File: src/rtl/can_acc_pkg.sv
// Shared widths and the captured frame record for the acceptance matcher.
package can_acc_pkg;
    localparam int ID_W   = 11;
    localparam int DLC_W  = 4;
    localparam int DATA_W = 64;

    typedef struct packed {
        logic [ID_W-1:0]   id;
        logic              rtr;
        logic [DLC_W-1:0]  dlc;
        logic [DATA_W-1:0] data;
    } can_frame_t;
endpackage

File: src/rtl/can_acc_idtable.sv
// Identifier table and compare stage.
// Holds one identifier per mailbox plus a don't-care mask for mailbox 0 and
// reports whether the mailbox under the search pointer matches the frame.
// Assumes the pointer is valid whenever the caller uses the hit result.
module can_acc_idtable
    import can_acc_pkg::*;
#(
    parameter int NUM_MB = 16,
    localparam int IDX_W = $clog2(NUM_MB)
) (
    input  logic             clk,
    input  logic             rst_n,
    input  logic             tbl_we,
    input  logic [IDX_W-1:0] tbl_idx,
    input  logic [ID_W-1:0]  tbl_id,
    input  logic             mask0_we,
    input  logic [ID_W-1:0]  mask0_val,
    input  logic [IDX_W-1:0] ptr,
    input  logic [ID_W-1:0]  cmp_id,
    output logic             hit
);
    logic [ID_W-1:0] id_q [NUM_MB];
    logic [ID_W-1:0] mask0_q;

    // Store identifier entries written through the table port.
    for (genvar g = 0; g < NUM_MB; g++) begin : g_ent
        always_ff @(posedge clk) begin
            if (!rst_n)
                id_q[g] <= '0;
            else if (tbl_we && tbl_idx == IDX_W'(g))
                id_q[g] <= tbl_id;
        end
    end

    // Store the mailbox-0 don't-care mask.
    always_ff @(posedge clk) begin
        if (!rst_n)
            mask0_q <= '0;
        else if (mask0_we)
            mask0_q <= mask0_val;
    end

    // Compare: masked on mailbox 0, exact elsewhere.
    always_comb begin
        if (ptr == '0)
            hit = ((cmp_id ^ id_q[0]) & ~mask0_q) == '0;
        else
            hit = (cmp_id == id_q[ptr]);
    end
endmodule

File: src/rtl/can_acc_scan.sv
// Search sequencer.
// Captures a frame when idle, steps a pointer over the mailboxes one per
// clock, ends on the last mailbox or on a hit above mailbox 0, and issues
// the store strobe for data frames. Strobes arriving mid-search are dropped.
module can_acc_scan
    import can_acc_pkg::*;
#(
    parameter int NUM_MB = 16,
    localparam int IDX_W = $clog2(NUM_MB)
) (
    input  logic             clk,
    input  logic             rst_n,
    input  logic             frm_valid,
    input  can_frame_t       frm_in,
    input  logic             hit,
    output logic             busy,
    output logic [IDX_W-1:0] ptr,
    output can_frame_t       frame_q,
    output logic             ev_valid,
    output logic             drop,
    output logic             mb_we,
    output logic [IDX_W-1:0] mb_idx,
    output can_frame_t       mb_frame
);
    logic last, stop;

    assign last     = (ptr == IDX_W'(NUM_MB - 1));
    assign stop     = hit && (ptr != '0);
    assign ev_valid = busy && hit;

    // Capture a frame when idle and advance or end the search.
    always_ff @(posedge clk) begin
        if (!rst_n) begin
            busy    <= 1'b0;
            ptr     <= '0;
            frame_q <= '0;
        end else if (!busy) begin
            if (frm_valid) begin
                busy    <= 1'b1;
                ptr     <= '0;
                frame_q <= frm_in;
            end
        end else if (stop || last) begin
            busy <= 1'b0;
        end else begin
            ptr <= ptr + IDX_W'(1);
        end
    end

    // Flag strobes lost to a running search.
    always_ff @(posedge clk) begin
        if (!rst_n) drop <= 1'b0;
        else        drop <= frm_valid && busy;
    end

    // Emit the mailbox store for matched data frames.
    always_ff @(posedge clk) begin
        if (!rst_n) begin
            mb_we    <= 1'b0;
            mb_idx   <= '0;
            mb_frame <= '0;
        end else begin
            mb_we    <= ev_valid && !frame_q.rtr;
            mb_idx   <= ptr;
            mb_frame <= frame_q;
        end
    end


    scan_step_chk: assert property (@(posedge clk) disable iff (!rst_n)
        (busy && !stop && !last) |=> (busy && ptr == $past(ptr) + IDX_W'(1)));

    scan_end_chk: assert property (@(posedge clk) disable iff (!rst_n)
        (busy && last) |=> !busy);

    scan_stop_chk: assert property (@(posedge clk) disable iff (!rst_n)
        (busy && hit && ptr != '0) |=> !busy);

    drop_keep_chk: assert property (@(posedge clk) disable iff (!rst_n)
        (frm_valid && busy) |=> (drop && frame_q == $past(frame_q)));
endmodule

File: src/rtl/can_acc_flags.sv
// Flag and interrupt stage.
// Keeps receive-done and remote-pending flags (set by search hits, cleared
// by write-one), the per-mailbox and global interrupt masks, and derives
// the two interrupt lines. A set in the same cycle as a clear wins.
module can_acc_flags #(
    parameter int NUM_MB = 16,
    localparam int IDX_W = $clog2(NUM_MB)
) (
    input  logic              clk,
    input  logic              rst_n,
    input  logic              ev_valid,
    input  logic              ev_rtr,
    input  logic [IDX_W-1:0]  ev_idx,
    input  logic [NUM_MB-1:0] rx_clr,
    input  logic [NUM_MB-1:0] rr_clr,
    input  logic              mbim_we,
    input  logic [NUM_MB-1:0] mbim_val,
    input  logic              gim_we,
    input  logic [1:0]        gim_val,
    output logic [NUM_MB-1:0] rx_done,
    output logic [NUM_MB-1:0] rr_pend,
    output logic              irq_rx,
    output logic              irq_rr
);
    logic [NUM_MB-1:0] sel, rx_set, rr_set, mbim_q;
    logic [1:0]        gim_q;

    // Decode the hit into one-hot set vectors.
    always_comb begin
        sel    = ev_valid ? (NUM_MB'(1) << ev_idx) : '0;
        rx_set = ev_rtr ? '0 : sel;
        rr_set = ev_rtr ? sel : '0;
    end

    // Update sticky flags; set has priority over clear.
    always_ff @(posedge clk) begin
        if (!rst_n) begin
            rx_done <= '0;
            rr_pend <= '0;
        end else begin
            rx_done <= (rx_done & ~rx_clr) | rx_set;
            rr_pend <= (rr_pend & ~rr_clr) | rr_set;
        end
    end

    // Load interrupt masks.
    always_ff @(posedge clk) begin
        if (!rst_n) begin
            mbim_q <= '0;
            gim_q  <= '0;
        end else begin
            if (mbim_we) mbim_q <= mbim_val;
            if (gim_we)  gim_q  <= gim_val;
        end
    end

    // Gate flags through both mask levels.
    assign irq_rx = |(rx_done & ~mbim_q) && !gim_q[0];
    assign irq_rr = |(rr_pend & ~mbim_q) && !gim_q[1];


    set_wins_chk: assert property (@(posedge clk) disable iff (!rst_n)
        (ev_valid && !ev_rtr && rx_clr[ev_idx]) |=> rx_done[$past(ev_idx)]);

    rx_rise_chk: assert property (@(posedge clk) disable iff (!rst_n)
        ((rx_done & ~$past(rx_done)) != '0) |-> $past(ev_valid && !ev_rtr));

    rr_rise_chk: assert property (@(posedge clk) disable iff (!rst_n)
        ((rr_pend & ~$past(rr_pend)) != '0) |-> $past(ev_valid && ev_rtr));

    irq_src_chk: assert property (@(posedge clk) disable iff (!rst_n)
        (irq_rx |-> rx_done != '0) and (irq_rr |-> rr_pend != '0));
endmodule

File: src/rtl/can_rx_acceptance.sv
// Receive acceptance matcher top.
// Takes CRC-clean frames, searches the mailbox identifier table in order,
// stores data frames, records remote requests and raises interrupts.
// Assumes frm_valid is raised only for frames whose CRC was good.
module can_rx_acceptance #(
    parameter int NUM_MB = 16,
    localparam int IDX_W = $clog2(NUM_MB)
) (
    input  logic              clk,
    input  logic              rst_n,
    input  logic              frm_valid,
    input  logic [10:0]       frm_id,
    input  logic              frm_rtr,
    input  logic [3:0]        frm_dlc,
    input  logic [63:0]       frm_data,
    input  logic              tbl_we,
    input  logic [IDX_W-1:0]  tbl_idx,
    input  logic [10:0]       tbl_id,
    input  logic              mask0_we,
    input  logic [10:0]       mask0_val,
    input  logic              mbim_we,
    input  logic [NUM_MB-1:0] mbim_val,
    input  logic              gim_we,
    input  logic [1:0]        gim_val,
    input  logic [NUM_MB-1:0] rx_clr,
    input  logic [NUM_MB-1:0] rr_clr,
    output logic              busy,
    output logic              drop,
    output logic              mb_we,
    output logic [IDX_W-1:0]  mb_idx,
    output logic [10:0]       mb_id,
    output logic [3:0]        mb_dlc,
    output logic [63:0]       mb_data,
    output logic [NUM_MB-1:0] rx_done,
    output logic [NUM_MB-1:0] rr_pend,
    output logic              irq_rx,
    output logic              irq_rr
);
    import can_acc_pkg::*;

    can_frame_t       frm_in, frame_q, mb_frame;
    logic             hit, ev_valid;
    logic [IDX_W-1:0] ptr;

    assign frm_in = '{id: frm_id, rtr: frm_rtr, dlc: frm_dlc, data: frm_data};

    can_acc_idtable #(.NUM_MB(NUM_MB)) u_tbl (
        .clk(clk), .rst_n(rst_n),
        .tbl_we(tbl_we), .tbl_idx(tbl_idx), .tbl_id(tbl_id),
        .mask0_we(mask0_we), .mask0_val(mask0_val),
        .ptr(ptr), .cmp_id(frame_q.id), .hit(hit)
    );

    can_acc_scan #(.NUM_MB(NUM_MB)) u_scan (
        .clk(clk), .rst_n(rst_n),
        .frm_valid(frm_valid), .frm_in(frm_in), .hit(hit),
        .busy(busy), .ptr(ptr), .frame_q(frame_q), .ev_valid(ev_valid),
        .drop(drop), .mb_we(mb_we), .mb_idx(mb_idx), .mb_frame(mb_frame)
    );

    can_acc_flags #(.NUM_MB(NUM_MB)) u_flags (
        .clk(clk), .rst_n(rst_n),
        .ev_valid(ev_valid), .ev_rtr(frame_q.rtr), .ev_idx(ptr),
        .rx_clr(rx_clr), .rr_clr(rr_clr),
        .mbim_we(mbim_we), .mbim_val(mbim_val),
        .gim_we(gim_we), .gim_val(gim_val),
        .rx_done(rx_done), .rr_pend(rr_pend),
        .irq_rx(irq_rx), .irq_rr(irq_rr)
    );

    assign mb_id   = mb_frame.id;
    assign mb_dlc  = mb_frame.dlc;
    assign mb_data = mb_frame.data;


    reset_idle_chk: assert property (@(posedge clk)
        !rst_n |=> (!busy && !mb_we && !drop && rx_done == '0 && rr_pend == '0));
endmodule

File: config.mk
export PLATFORM = sky130hd
export DESIGN_NAME = can_rx_acceptance
export DESIGN_NICKNAME = d
export VERILOG_FILES = /design/src/rtl/can_acc_pkg.sv /design/src/rtl/can_acc_idtable.sv /design/src/rtl/can_acc_scan.sv /design/src/rtl/can_acc_flags.sv /design/src/rtl/can_rx_acceptance.sv
export SDC_FILE = /design/constraint.sdc
export NUM_CORES = 1
export LEC_CHECK = 0
export BUFFER_PORTS_ARGS = -buffer_cell sky130_fd_sc_hd__buf_2
export CAP_MARGIN = 25
export CORE_MARGIN = 2
export CORE_UTILIZATION = 45
export DETAILED_ROUTE_END_ITERATION = 6
export PLACE_DENSITY = 0.7
export RECOVER_POWER = 100
export SKIP_LAST_GASP = 1
export SLEW_MARGIN = 20
export SYNTH_ARGS = -nofsm -noshare
export SYNTH_HDL_FRONTEND = slang
export SYNTH_SLANG_ARGS = --single-unit
File: constraint.sdc
create_clock -name clk -period 6.2 [get_ports clk]
set_clock_uncertainty 0.05 [all_clocks]
set_input_delay 0.62 -clock clk [delete_from_list [all_inputs] [get_ports clk]]
set_output_delay 0.62 -clock clk [all_outputs]
set_load 0.05 [all_outputs]
After elaboration in Yosys (flattened, before gate mapping)
Memories as Yosys holds them, arrays and structs flattened. A register that Yosys moved wholly into a read port is not among the register bits.
Cells that the tools add are included.
{"block": "totals", "wordCells": 179, "ramBits": 176, "out_inout_bits": 120, "memories": 1, "in_bits": 163, "latchBits": 0, "mem_bits_ro": 0, "regBits": 231}
{"name": "u_tbl.id_q", "words": 16, "width": 11, "read_ports": 2, "rd_clocked_by_memory_dff": 1, "wr": 16, "line": "can_acc_idtable.sv:22", "rtl": "logic [ID_W-1:0] id_q [NUM_MB];"}
{"block": "classes", "order_cmp": 0, "eq_ne": 18, "div_mod_pow": 0, "shift": 1, "add_sub_neg": 1, "n_mul": 0, "bitwise": 29, "mux": 77, "n_reduce_logical": 35}
{"op": "11-bit two-way mux", "n": 16}
{"op": "16-bit AND", "n": 4}
{"op": "1-bit two-way mux", "n": 53}
{"op": "16-bit two-way mux", "n": 3}
{"op": "16-bit NOT", "n": 3}
{"op": "4-bit == test, second input constant", "n": 9}
{"op": "16-bit OR", "n": 2}
{"op": "16-bit OR reduction", "n": 2}
{"op": "1-bit logical AND", "n": 22}
{"op": "4-bit two-way mux", "n": 5}
{"op": "4-bit by 3-bit == test with 1-bit output, second input constant", "n": 4}
{"op": "1-bit OR", "n": 16}
{"op": "1-bit by 4-bit << shifter with 16-bit output, first input constant", "n": 1}
{"op": "11-bit AND", "n": 1}
{"op": "11-bit == test", "n": 1}
{"op": "11-bit zero test", "n": 1}
{"op": "11-bit NOT", "n": 1}
{"op": "11-bit XOR", "n": 1}
{"op": "4-bit by 2-bit == test with 1-bit output, second input constant", "n": 2}
{"op": "4-bit zero test", "n": 2}
{"op": "4-bit by 1-bit adder with 4-bit output, second input constant", "n": 1}
{"op": "4-bit by 1-bit == test with 1-bit output, second input constant", "n": 1}
{"op": "2-bit AND reduction", "n": 2}
{"op": "4-bit nonzero test", "n": 1}
{"op": "5 further kinds", "n": 7}

Depth between registers and ports, before layout
{"block": "logic_depth", "depth_word": 10, "mapped_depth": 11, "depth_no_buf": 7}

By module
Synthesis repeated with hierarchy kept, for this count alone.
{"block": "hier_totals", "hier_cells": 1434, "hier_area_um2": 16669.7}
{"module": "can_acc_idtable", "seq_area_each_um2": 5505.3, "cells_per_inst": 623, "area_each_um2": 8883.5, "instances": 1}
{"module": "can_acc_scan", "seq_area_each_um2": 3423.3, "cells_per_inst": 566, "area_each_um2": 5562.8, "instances": 1}
{"module": "can_acc_flags", "seq_area_each_um2": 1001.0, "cells_per_inst": 245, "area_each_um2": 2223.4, "instances": 1}

Worst setup path after synthesis
No wires, ideal clock.
{"block": "synth_timing", "kind": "register to register", "start": "reg with a tool-made name", "end": "reg u_scan.busy", "arrival_ns": 2.785, "path_slack_ns": 3.251, "stages_incl_launch_ff": 10, "setup_ns": 0.115, "synth_period_minus_slack_ns": 2.949, "path_buffers": 2, "t_required_ns": 6.035, "path_cell_list": "dfxtp_1 > buf_6 > buf_2 > mux4_2 > mux4_2 > xnor2_1 > nand3_1 > nor4_4 > a21oi_1 > o21a_1"}
{"element": "end signal: assignment", "line": "can_acc_scan.sv:34", "rtl": "busy <= 1'b0;"}
{"element": "end signal: assignment", "line": "can_acc_scan.sv:39", "rtl": "busy <= 1'b1;"}
{"element": "end signal: assignment", "line": "can_acc_scan.sv:44", "rtl": "busy <= 1'b0;"}
{"element": "end: declaration", "line": "can_acc_scan.sv:16", "rtl": "output logic busy,"}

==> results.txt <==
----------------------------------------------------
[Outcome]
  Outcome ... finished with violations
  Failing checks ... max-capacitance violations, max-slew violations

[Floorplanning]
  Area of the die ... 0.0385 sq mm
  Core outline area ... 0.0365 sq mm
  DIE WIDTH ... just under 200 microns
  Count of pins on the block boundary ... 283
  Starting density of the core ... 45.5%
  Row count ... 70
  Die span in y ... 196 microns

[Power]
  Pwr dens ... 304 mW/mm^2
  Static power due to leakage ... 7.07 nW
  Highest ir drop seen on vdd ... 0.189 mV

[Global routing]
  Via count of the first global-routing pass ... roughly 11k
  Sum of overflow across all layers after global routing ... 0
  Wire length of the first global-routing pass ... 64300 microns
  Antenna violations before repair ... 8
  Met2 Use GR ... ~35%
  Met1 demand-to-capacity share in global routing ... 28.7%
  Most Used Layer, Global Route ... met2
  Met3 Resource Use GR ... 4.99%
  Overall fraction of global-route tracks in use ... 21.8%
  Maximum number of pins on one net before global-route repair ... 163

[Clock network]
  Root buffer cell ... sky130_fd_sc_hd__clkbuf_16
  Post-CTS setup buffers ... 0
  # H-tree levels ... 2
  Clk pin slew, worst setup/hold paths ... around 60 ps
  Number of buffers inserted for hold repair after clock tree synthesis ... 0
  CTS tree ... built
  Resized Gates After CTS ... 0
  Total CTS buffers ... 42
  Clock sink count ... 411
  Source-to-sink clock delay at the later pin of the worst-skew pair ... 540 ps
  Maximum root-to-sink buffer count ... 3

[Worst hold path]
  Worst hold path class ... input port to flip-flop

[Route]
  DRT antenna net count ... 0
  Total number of vias ... 11.3k
  Violation count after the first detailed-route iteration ... 827
  Number of detailed-route iterations in the first pass ... 5
  Routed WL per cell ... roughly 20 microns
  Post-route DRC violation count ... 0
  Vias per inst ... 5.25
  Post-detailed-routing wire length ... 42800 microns

[Synth]
  Synth Warn # ... 0
  Most instantiated flip-flop cell in the synthesis netlist ... sky130_fd_sc_hd__dfxtp_1
  Asr flop ratio synth ... 0%
  Proportion of synthesized area in mux cells ... a little under a tenth
  Cell type contributing the most total cell area after synthesis ... sky130_fd_sc_hd__edfxtp_1
  Mapped Nets ... 1563
  Complex-gate fraction of the synthesized area ... around 7.4%
  Simple-gate share of the synthesized area ... 18.6%
  Flip-flop and latch count after synthesis ... 411
  Post-Synthesis Cell Area ... 0.0166 sq mm
  Number of enable flip-flop cells after synthesis ... 176
  Share of the yosys chip area belonging to registers ... 60.1%
  Area share of the largest cell type after synthesis ... 31.8%
  Area share of fa/ha/maj cells after synthesis ... less than 1%
  XOR/XNOR Fraction of Synth Area ... 1.11%
  Main combinational cell family by area after synthesis ... simple AND/OR/NAND/NOR gates
  Number of distinct library cells after synthesis ... 45
  Synth top area cells ... sky130_fd_sc_hd__edfxtp_1 (32%), sky130_fd_sc_hd__dfxtp_1 (28%), sky130_fd_sc_hd__and2_1 (9.8%), sky130_fd_sc_hd__mux4_2 (6.4%), sky130_fd_sc_hd__nand2_1 (4.2%)
  Post-synthesis area per instance ... 11.9 sq um
  Number of instances in the synthesized netlist ... 1394

[Layout]
  Number of nets in the layout ... 1816
  Fraction of final layout cells sized beyond drive strength 1 ... 16.6%
  Final standard cell utilization of the core ... 53.4%
  Leading cell type in the layout, fill and taps excluded ... sky130_fd_sc_hd__dfxtp_1
  Most frequent cells in the layout ... sky130_fd_sc_hd__dfxtp_1 (234), sky130_fd_sc_hd__nand2_1 (183), sky130_fd_sc_hd__edfxtp_1 (176), sky130_fd_sc_hd__buf_2 (161), sky130_fd_sc_hd__clkbuf_1 (150)
  Relative area change from synthesis to final layout ... 17.4%
  Final Instance Area ... 0.0195 sq mm

[Placement]
  Post-DP Area ... 0.0184 sq mm
  Final weighted congestion of routability-driven global placement ... 0.901
  Port-buffer cells ... 282
  Post-detail-place hpwl ... 29800 microns

[Timing]
  Transition time of the tightest slew-check pin ... between 3000 and 4000 ps
  Setup repair after global routing missed its margin ... false
  Endpoints failing setup ... 0
  Post-route minimum period ... around 4400 ps
  Final total negative setup slack ... 0 ps
  Final hold violation count ... 0
  Max-slew violation total from the final report ... 179
  Highest attainable clock frequency ... about 0.23 GHz
  Worst max-slew margin expressed relative to the limit ... -166%
  Post-route clock period utilization ... 71.0%

[Worst setup path]
  Setup crit start kind ... flip-flop
  Type of the worst setup path ... flip-flop to flip-flop
  Critical Path AT ... 4780 ps
  Worst endpoint required time ... 6580 ps
  Flop2flop setup slack ... 1800 ps
  Largest fanout on the critical path ... 85
  Endpoint kind of the worst setup timing path ... flip-flop

[Flow run]
  Max-cap check violation count ... 2

----------------------------------------------------
## cells by family after synthesis
group,Yosys count
and+or+nand+nor,571
DFF,411
AOI/OAI and AO/OA,168
buffers and inverters,123
muxes,94
xor gates and xnor gates,21
adders and majority gates,6
## flip-flops by register name, indices dropped and copies added, names as in the netlist, named ones only
name             cells
u_tbl.mask0_q       11
u_flags.rr_pend     16
u_scan.drop          1
u_scan.busy          1
u_scan.mb_we         1
u_scan.mb_idx        4
u_scan.ptr           4
u_scan.mb_frame     79
u_flags.rx_done     16
u_scan.frame_q      80
u_flags.mbim_q      16
u_flags.gim_q        2
u_tbl.id_q         176
## layer usage
metal | vias to the layer above | part of all wire (%) | routed length (microns)
met4 | 6 | 3.1 | 1340
met2 | 453 | 46 | 19900
met1 | 5457 | 42 | 18100
met3 | 73 | 8.0 | 3440
met5 | - | 0.11 | 48
li1 | 5304 | - | -
## final timing paths
path,end,depth (start not counted),start
hold / removal,u_flags.rr_pend[15],2,rr_clr[15]
setup reg to reg,flip-flop,5,u_scan.busy
hold reg to reg,u_scan.mb_frame[10],1,u_scan.frame_q[10]
setup / recovery,flip-flop,5,u_scan.busy
## report_power, final
group          total (mW)  leakage, nW  switching, mW  internal (mW)
registers            3.03         3.61         0.0733           2.96
clock network        2.44        0.649           1.01           1.42
logic               0.468         2.82          0.294          0.174
total                5.93         7.07           1.38           4.55
## per-stage QoR
stage | std cells | power, mW | hold WS [ps] | setup WS (ps)
2_1_floorplan | 1394 | 3.37 | 380 | 3250
3_3_place_gp | 2068 | 3.55 | 383 | 2220
3_5_place_dp | 2068 | 3.56 | 389 | 2230
4_1_cts | 2142 | 5.99 | 197 | 2200
5_1_grt | 2147 | 6.13 | 206 | 1410
6_report | 2150 | 5.93 | 212 | 1800
## synthesized netlist by cell type, drive strengths merged, types with 25 or more instances
cell    instances
a21boi         81
o31ai          30
buf            25
edfxtp        176
dfxtp         235
mux4           47
nand3b         35
nand2         184
clkbuf         75
nor2b          37
nor2           25
mux2i          46
and2          261
## final cells by class
cell class / instances / area (sq um)
timing repair buffer: 309 / 1390
tap: 468 / 586
clock buffer: 53 / 1130
multi-input combinational: 860 / 6100
fill: 3163 / 17000
inverter: 23 / 86.3
clock inverter: 21 / 200
antenna: 5 / 12.5
sequential: 411 / 9990
## critical path, cell delays in order (launching register included)
cell	delay, ps
sky130_fd_sc_hd__dfxtp_1	540
sky130_fd_sc_hd__inv_1	160
sky130_fd_sc_hd__nand2_2	70
sky130_fd_sc_hd__clkbuf_1	2770
sky130_fd_sc_hd__nand2_1	370
sky130_fd_sc_hd__mux2i_1	310
No activity file was read; power rests on OpenSTA's default activity.
